==> src/rtl/tagent_pkg.sv <==
package tagent_pkg;

    typedef enum logic [1:0] {
        SZ_BYTE = 2'd0,
        SZ_HALF = 2'd1,
        SZ_WORD = 2'd2,
        SZ_RSVD = 2'd3
    } size_e;

    typedef enum logic [1:0] {
        SEL_NONE,
        SEL_IDENT,
        SEL_CTRL,
        SEL_STAT
    } sel_e;

    typedef struct packed {
        logic rd_ok;
        logic wr_ctrl;
        logic err;
        sel_e sel;
    } acc_s;

    localparam logic [31:0] CTRL_KEEP = 32'h0100_0700;
    localparam logic [31:0] CTRL_INIT = 32'h0000_0200;
    localparam int unsigned OFS_IDENT = 32'h00;
    localparam int unsigned OFS_CTRL  = 32'h20;
    localparam int unsigned OFS_STAT  = 32'h28;

    function automatic logic [31:0] pack_tag(input logic [7:0] c0, input logic [7:0] c1,
                                             input logic [7:0] c2, input logic [7:0] c3);
        return {c0, c1, c2, c3};
    endfunction

endpackage

==> src/rtl/tagent_decode.sv <==
module tagent_decode
    import tagent_pkg::*;
#(
    parameter int ADDR_W = 8
) (
    input  logic [ADDR_W-1:0] addr,
    input  logic              rd,
    input  logic              wr,
    input  logic [1:0]        size,
    output acc_s              acc
);
    logic width_ok;
    logic ro_hit;
    sel_e sel;

    always_comb begin
        if (addr == ADDR_W'(OFS_IDENT))     sel = SEL_IDENT;
        else if (addr == ADDR_W'(OFS_CTRL)) sel = SEL_CTRL;
        else if (addr == ADDR_W'(OFS_STAT)) sel = SEL_STAT;
        else                                sel = SEL_NONE;
    end

    assign width_ok = (size == SZ_WORD);
    assign ro_hit   = (sel == SEL_IDENT) || (sel == SEL_STAT);

    always_comb begin
        acc.sel     = sel;
        acc.rd_ok   = rd && width_ok && (sel != SEL_NONE);
        acc.wr_ctrl = wr && width_ok && (sel == SEL_CTRL);
        acc.err     = (rd || wr) &&
                      (!width_ok || (sel == SEL_NONE) || (wr && ro_hit));
    end
endmodule

==> src/rtl/tagent_store.sv <==
module tagent_store
    import tagent_pkg::*;
(
    input  logic        clk,
    input  logic        rst,
    input  logic        wr_ctrl,
    input  logic [31:0] wdata,
    input  logic        timeout_pulse,
    output logic [31:0] ctrl_word,
    output logic        stat_flag
);
    always_ff @(posedge clk) begin
        if (rst) begin
            ctrl_word <= CTRL_INIT;
            stat_flag <= 1'b0;
        end else begin
            if (wr_ctrl) ctrl_word <= wdata & CTRL_KEEP;
            if (timeout_pulse)             stat_flag <= 1'b1;
            else if (wr_ctrl && wdata[0])  stat_flag <= 1'b0;
        end
    end
endmodule

==> src/rtl/tagent_window.sv <==
module tagent_window #(
    parameter int                     BASE_W     = 32,
    parameter int                     NREG       = 4,
    parameter int                     RSEL_W     = 3,
    parameter logic [NREG*BASE_W-1:0] REGION_OFS = '0
) (
    input  logic [BASE_W-1:0] icn_base,
    input  logic [RSEL_W-1:0] region_sel,
    output logic [BASE_W-1:0] win_base,
    output logic              region_err
);
    logic [BASE_W-1:0] ofs [NREG];
    logic [NREG-1:0]   hit;

    for (genvar i = 0; i < NREG; i++) begin : g_reg
        assign ofs[i] = REGION_OFS[i*BASE_W +: BASE_W];
        assign hit[i] = (32'(region_sel) == i);
    end

    always_comb begin
        win_base   = '0;
        region_err = (hit == '0);
        for (int i = 0; i < NREG; i++)
            if (hit[i]) win_base = icn_base + ofs[i];
    end
endmodule

==> src/rtl/tagent_regs.sv <==
module tagent_regs
    import tagent_pkg::*;
#(
    parameter int                     ADDR_W     = 8,
    parameter int                     BASE_W     = 32,
    parameter int                     NREG       = 4,
    parameter int                     RSEL_W     = 3,
    parameter logic [31:0]            ID_WORD    = pack_tag("T", "A", "G", "T"),
    parameter logic [NREG*BASE_W-1:0] REGION_OFS = {32'h0004_0000, 32'h0002_2000,
                                                    32'h0001_0000, 32'h0000_0800}
) (
    input  logic              clk,
    input  logic              rst,
    input  logic [ADDR_W-1:0] req_addr,
    input  logic              req_rd,
    input  logic              req_wr,
    input  logic [1:0]        req_size,
    input  logic [31:0]       req_wdata,
    input  logic              timeout_pulse,
    output logic [31:0]       rsp_rdata,
    output logic              rsp_err,
    input  logic [BASE_W-1:0] icn_base,
    input  logic [RSEL_W-1:0] region_sel,
    output logic [BASE_W-1:0] win_base,
    output logic              region_err
);
    acc_s        acc;
    logic [31:0] ctrl_word;
    logic        stat_flag;
    logic [31:0] rd_mux;

    tagent_decode #(.ADDR_W(ADDR_W)) u_dec (
        .addr(req_addr), .rd(req_rd), .wr(req_wr), .size(req_size), .acc(acc)
    );

    tagent_store u_store (
        .clk(clk), .rst(rst), .wr_ctrl(acc.wr_ctrl), .wdata(req_wdata),
        .timeout_pulse(timeout_pulse), .ctrl_word(ctrl_word), .stat_flag(stat_flag)
    );

    tagent_window #(
        .BASE_W(BASE_W), .NREG(NREG), .RSEL_W(RSEL_W), .REGION_OFS(REGION_OFS)
    ) u_win (
        .icn_base(icn_base), .region_sel(region_sel),
        .win_base(win_base), .region_err(region_err)
    );

    always_comb begin
        unique case (acc.sel)
            SEL_IDENT: rd_mux = ID_WORD;
            SEL_CTRL:  rd_mux = ctrl_word;
            SEL_STAT:  rd_mux = {31'b0, stat_flag};
            default:   rd_mux = '0;
        endcase
    end

    always_ff @(posedge clk) begin
        if (rst) begin
            rsp_rdata <= '0;
            rsp_err   <= 1'b0;
        end else begin
            rsp_rdata <= acc.rd_ok ? rd_mux : '0;
            rsp_err   <= acc.err;
        end
    end
endmodule

==> config.mk <==
export PLATFORM = sky130hd
export DESIGN_NAME = tagent_regs
export DESIGN_NICKNAME = d
export VERILOG_FILES = /design/src/rtl/tagent_pkg.sv /design/src/rtl/tagent_decode.sv /design/src/rtl/tagent_store.sv /design/src/rtl/tagent_window.sv /design/src/rtl/tagent_regs.sv
export SDC_FILE = /design/constraint.sdc
export NUM_CORES = 1
export LEC_CHECK = 0
export ABC_AREA = 1
export ABC_CLOCK_PERIOD_IN_PS = 1900
export BUFFER_PORTS_ARGS = -buffer_cell sky130_fd_sc_hd__clkbuf_2
export CAP_MARGIN = 15
export CORE_MARGIN = 5
export CORE_UTILIZATION = 45
export DETAILED_ROUTE_END_ITERATION = 10
export GPL_TIMING_DRIVEN = 0
export PLACE_DENSITY_LB_ADDON = 0.2
export RECOVER_POWER = 50
export SYNTH_ARGS = -nofsm -noshare
export SYNTH_HDL_FRONTEND = slang
export SYNTH_SLANG_ARGS = --single-unit
==> constraint.sdc <==
create_clock -name clk -period 1.9 [get_ports clk]
set_input_delay 0.38 -clock clk [delete_from_list [all_inputs] [get_ports clk]]
set_output_delay 0.38 -clock clk [all_outputs]
set_load 0.02 [all_outputs]
==> metrics.csv, run 1 <==
metric,value,unit
fp.dieW,83.22,microns
slew_viol_final,0,
relSlewSlack,53.49,%
synth-async-reset-ratio,0,%
drc_errors,0,
met2_usage,45.04,%
power_switching,0.5407,mW
core-area,5172,sq um
overflow,0,
max-clock-path-buffers,2,
cts_sinks,12,
fin_crit_sh,112.0,%
grt_antenna_before_repair,0,
max_cap_violations,0,
synth-warning-count,0,
diodes,0,
drt_first_iter_violations,258,
hp-start,timeout_pulse,
r2r-start,u_store.stat_flag$_SDFFE_PP0P_,
synth_top_cell_by_area,nand2_1,
num_vias,3837,
clk_pin_slew,0.05,ns
whs_endpoint,u_store.stat_flag$_SDFFE_PP0P_,
p_per_area,316.7,nW/um^2
initial_core_util,46.64,%
outcome,finished with violations,
pin_count,148,
ff2ff_path_depth,2,
routed_wl,10740,microns
seqPwrFrac,19.8,%
setup_viol,15,
ys_top_cells_by_area,"nand2_1, nand3_1, dfxtp_1",
finish.utilization,79.03,%
h-tree-depth,1,
pwr-share-comb,59.2,%
rsz0062_at_grt,true,
crit_type,in -> out,
use_met3,6.436,%
fin_crit,2.128,ns
vias_per_cell,5.676,
ant_nets,0,
syn_avg_cell_area,5.361,sq um
num-nets-final,694,
fmax,469.9,MHz
die_y,83.22,microns
finalWeightedCongestion,0.9740,
root_buffer,clkbuf_8,
hp-class,in -> reg,
io_buffers,100,
postLayoutCellArea,4088,sq um
wl_per_cell,15.89,microns
grt_max_degree,11,
fp.dieArea,6925,sq um
hold_depth,3,
use_met1,29.47,%
synth_top_cells_by_count,"nand2_1, inv_1, nand3_1",
synth-edff-count,0,
hpwlAfterDp,6403,microns
rows,26,
power_frac_clock,21.0,%
arrival,1.75,ns
worstPathMaxFanout,6,
violations,negative setup slack,
hold_buffers,0,
worst_r2r_endpoint,rsp_rdata[0]$_SDFF_PP0_,
ir_drop,295.3,uV
n_fill_cell,368,
worst_slew_pin_slew,0.6962,ns
ys_types,27,
grt_pass1_vias,3376,
netlist.area_leader.share,17.43,%
r2r_slack,1.25,ns
power,1.295,mW
p_leak,1.994,nW
cts_buffers,3,
grt_pass1_wl,15240,microns
synth-seq-area-share,9.959,%
track_usage,25.46,%
critPathLaunchType,input port,
insertion_delay,0.24,ns
areaGrowthSynthToFinish,69.45,%
internal_power,0.7539,mW
fin_ws,-0.2279,ns
ys_seq_elements,12,
ys.flop_type,dfxtp_1,
place_area,3064,sq um
swShare,41.77,%
synth_most_common_cell,nand2_1,
end_kind,output pin,
finalHoldViolCount,0,
drt_pass1_iterations,8,
crit_required,1.52,ns
drive_gt1_share,42.08,%
skew,0.003427,ns
tritoncts,built,
synthesis.area,2412,sq um
grt_busiest_layer,met2,
postSynthCellCount,450,
## layout by cell type, fill, tap and decap left out, types with 16 or more instances in the layout
cell      count
nor2_1       33
nor2_4       19
clkbuf_1     16
inv_1        43
nand2_2      17
buf_4        53
o21ai_0      20
nand2_1      90
nand3_1      42
a21oi_1      26
nand4_1      20
clkbuf_8     18
clkbuf_2     55
conb_1       18
## routing by layer
layer  up-vias  wire (microns)
li1       1749               -
met1      1678            3799
met2       317            5009
met3        93            1250
met4         0             681
met5         -               0
## flip-flops by register name, summed over array words and instances (netlist names)
register and cells:
u_store.ctrl_word 4, rsp_rdata 6, rsp_err 1, u_store.stat_flag 1
## critical path, cell delays in order
cell and delay [ns]:
clkbuf_16 0.13, ha_4 0.17, inv_4 0.05, nor2_4 0.14
nand2_4 0.09, nor2_4 0.11, buf_4 0.13, o211ai_1 0.14
nand2_1 0.14, nand2_1 0.09, clkbuf_8 0.16
## power by group through the flow
stage	clock, mW	combinational (mW)	sequential (mW)
floorplan	0	0.338	0.263
finish	0.272	0.766	0.257
global placement	0	0.516	0.262
global route	0.288	0.814	0.257
CTS	0.277	0.672	0.256
detailed placement	0	0.523	0.262
## worst max-delay path by stage
stage	startpoint	endpoint	slack [ns]	depth (start not counted)
after global routing	icn_base[19]	win_base[30]	-0.28	11
after CTS	icn_base[26]	win_base[31]	-0.08	11
after floorplan	icn_base[18]	win_base[26]	0.01	7
after detailed placement	icn_base[14]	win_base[31]	-0.43	12
after global placement	icn_base[14]	win_base[31]	-0.41	12
final	icn_base[19]	win_base[30]	-0.23	11
## cell families (layout without fill, tap and decap cells)
family                   count (synthesis)  in the layout  synth area share [%]
AO/OA/AOI/OAI                           72             72                 15.66
XOR/XNOR                                 9              9                 3.268
adder cells (fa/ha/maj)                  5              5                 2.593
buffers and inverters                   94            232                 19.45
flip-flops                              12             12                 9.958
other                                    1             18                0.1555
AND/OR/NAND/NOR                        257            258                 48.91
## stage by stage
step / TNS, ns / hold WS (ns) / setup WS, ns / instances
floorplan: 0 / 0.4230 / 0.009862 / 467
global placement: -4.995 / 0.4432 / -0.4140 / 637
detailed placement: -5.220 / 0.4430 / -0.4254 / 637
CTS: -0.2600 / 0.3526 / -0.08233 / 665
global route: -2.501 / 0.3604 / -0.2830 / 676
finish: -1.460 / 0.3536 / -0.2279 / 676
## cell type report
class                      count  area, sq um  area share [%]
inverter                      59        246.5           6.030
buffer                        35        282.8           6.918
tap                           70        87.58           2.143
sequential                    12        240.2           5.877
multi-input combinational    362         2161           52.86
timing repair buffer         134         1015           24.82
clock buffer                   4        55.05           1.347
## repair_timing
item | CTS | global route
pin swaps | 22 | 26
hold endpoints to repair | 0 | 0
gates resized for setup | 129 | 83
cloned | 1 | 1
endpoints found under the setup margin | 17 | 20
buffers inserted | 23 | 10
(Power assumes the default switching activity.)
==> inputs of run 2 (changes only) <==
--- a/config.mk
+++ b/config.mk
@@ -15,6 +15,7 @@
 export GPL_TIMING_DRIVEN = 0
 export PLACE_DENSITY_LB_ADDON = 0.2
 export RECOVER_POWER = 50
+export REMOVE_ABC_BUFFERS = 1
 export SYNTH_ARGS = -nofsm -noshare
 export SYNTH_HDL_FRONTEND = slang
 export SYNTH_SLANG_ARGS = --single-unit
==> run 2 against run 1 <==
  * The flow still finishes with violations (negative setup slack)
  * Clock-buffer cell count unchanged
  * Largest power group unchanged
  * Utilization is 4.1 points lower
  * Global-route usage decreased by 1.4 points
  * Fmax increased by 3.2%
  * Register-to-register slack hardly changed
  * Sequential share of layout area increased by 0.32 points
  * Via count decreased by 3.3%
==> metrics.csv, run 2 (synthesized netlist as in run 1, its figures left out) <==
metric,value,unit,change
finalWeightedCongestion,0.9431,,was 0.9740
crit_type,in -> out,,unchanged
worst_slew_pin_slew,0.6843,ns,was 0.6962 ns
relSlewSlack,54.28,%,was 53.49%
fin_crit,2.062,ns,was 2.128 ns
hold_buffers,0,,unchanged
num_vias,3709,,was 3837
critPathLaunchType,input port,,unchanged
cpPeakStageDelay,0.19,ns,was 0.17 ns
path_depth,10,,was 11
seq_area,240.2,sq um,unchanged
track_usage,24.08,%,was 25.46%
num-nets-final,679,,was 694
die_y,83.22,microns,unchanged
cts_buffers,3,,unchanged
reg.largest.list,"rsp_rdata: 6 flops, u_store.ctrl_word: 4 flops",,unchanged
drt_first_iter_violations,348,,was 258
insertion_delay,0.24,ns,about the same
grt_pass1_vias,3367,,was 3376
cpMaxStageDelayCell,nor2_4,,was ha_4
ant_nets,0,,unchanged
top_register,rsp_rdata,,unchanged
hp-class,in -> reg,,unchanged
fp.dieArea,6925,sq um,unchanged
end_kind,output pin,,unchanged
ir_drop,339.0,uV,was 295.3 uV
initial_core_util,46.64,%,unchanged
tritoncts,built,,unchanged
power,1.242,mW,was 1.295 mW
fin_crit_sh,108.5,%,was 112.0%
cpLargestDelayFamily,buffers and inverters,,was simple AND/OR/NAND/NOR gates
rsz0062_at_grt,true,,unchanged
core-area,5172,sq um,unchanged
largest_reg_flops,6,,unchanged
fp.dieW,83.22,microns,unchanged
pin_count,148,,unchanged
worstPathMaxFanout,7,,was 6
multi_input_area,2106,sq um,was 2161 sq um
outcome,finished with violations,,unchanged
worstPathCellList,"clkbuf_16, nor2_4, inv_2, nor2_4, buf_6, nand2_1, a21oi_1, nor2_1, nand3_1, clkbuf_4",,"was clkbuf_16, ha_4, inv_4, nor2_4, nand2_4, nor2_4, buf_4, o211ai_1, nand2_1, nand2_1, clkbuf_8"
hpwlAfterDp,6084,microns,was 6403 microns
setup_viol,16,,was 15
slew_viol_final,0,,unchanged
hold_depth,3,,unchanged
finalHoldViolCount,0,,unchanged
grt_max_degree,17,,was 11
p_per_area,320.5,nW/um^2,was 316.7 nW/um^2
final_cell_mix,"nand2_1, buf_4, clkbuf_2",,"was nand2_1, clkbuf_2, buf_4"
fin_ws,-0.1618,ns,was -0.2279 ns
setup_tns,-0.9411,ns,was -1.460 ns
drc_errors,0,,unchanged
ff2ff_path_depth,2,,unchanged
rows,26,,unchanged
cts_sinks,12,,unchanged
skew,0.001768,ns,was 0.003427 ns
critPathBufInv,4,,unchanged
max_cap_violations,0,,unchanged
drive_gt1_share,38.92,%,was 42.08%
p_leak,1.857,nW,was 1.994 nW
root_buffer,clkbuf_8,,unchanged
drt_pass1_iterations,5,,was 8
fmax,485.0,MHz,was 469.9 MHz
diodes,0,,unchanged
cpMostUsedCell,nor2_4,,
n_fill_cell,406,,was 368
overflow,0,,unchanged
max-clock-path-buffers,2,,unchanged
clk_pin_slew,0.05,ns,about the same
crit_required,1.52,ns,about the same
layout_commonest_cell,nand2_1,,unchanged
vias_per_cell,5.611,,was 5.676
grt_antenna_before_repair,0,,unchanged
areaGrowthSynthToFinish,60.63,%,was 69.45%
wl_per_cell,15.71,microns,was 15.89 microns
arrival,1.68,ns,was 1.75 ns
routed_wl,10390,microns,was 10740 microns
fin_hold_ws,0.3557,ns,was 0.3536 ns
violations,negative setup slack,,unchanged
grt_pass1_wl,14450,microns,was 15240 microns
io_buffers,102,,was 100
h-tree-depth,1,,unchanged
-- run 2: report_power, final --
group / internal, mW / switching [mW]
combinational: 0.280 / 0.434
clock: 0.183 / 0.0891
sequential: 0.255 / 0.00118
total: 0.717 / 0.525
-- run 2: what timing repair did --
action / 4_1_cts / 5_1_grt
endpoints found under the hold margin: 0 / 0
gates resized for setup: 94 / 111
endpoints found under the setup margin: 18 / 19
cloned: 0 / 1
setup buffers: 29 / 24
pin swaps: 18 / 28
-- run 2: area by class of cell --
type                            instances  share of cell area (%)
Tap cell                               70                   2.260
Multi-Input combinational cell        361                   54.34
Clock buffer                            4                   1.421
Timing Repair inverter                  1                  0.1937
Inverter                               59                   6.522
Sequential cell                        12                   6.200
Timing Repair Buffer                  154                   29.06
-- run 2: metrics by stage --
| step | setup WS [ns] | cells | util, % | instance area, sq um |
|---|---|---|---|---|
| finish | -0.1618 | 661 | 74.92 | 3875 |
| CTS | -0.06055 | 637 | 67.30 | 3481 |
| floorplan | 0.009950 | 432 | - | 2228 |
| global route | -0.2437 | 661 | 74.92 | 3875 |
| global placement | -0.7742 | 604 | 54.64 | 2826 |
| detailed placement | -0.7578 | 604 | 54.64 | 2826 |
-- run 2: per-layer routing --
layer	vias up	share of wire, %	global-route usage (%)	routed length (microns)
li1	1717	-	-	-
met4	0	5.7	9.212	587
met2	302	47	43.00	4836
met1	1615	35	27.12	3684
met5	-	0	0	0
met3	75	12	6.337	1277
-- run 2: worst min-delay path: cells and delay by family --
family / cells / cell delay (ns)
AOI/OAI and AO/OA: 1 / 0.03
buffers and inverters: 1 / 0.07
and+or+nand+nor: 1 / 0.07
-- run 2: final timing paths --
path                            slack (ns)                        endpoint                          startpoint
worst max-delay path                 -0.16                    win_base[22]                       region_sel[2]
worst min-delay path                  0.36  u_store.stat_flag$_SDFFE_PP0P_                       timeout_pulse
worst max register to register        1.24         rsp_rdata[0]$_SDFF_PP0_      u_store.stat_flag$_SDFFE_PP0P_
worst min register to register        0.46        rsp_rdata[24]$_SDFF_PP0_  u_store.ctrl_word[24]$_SDFFE_PP0P_
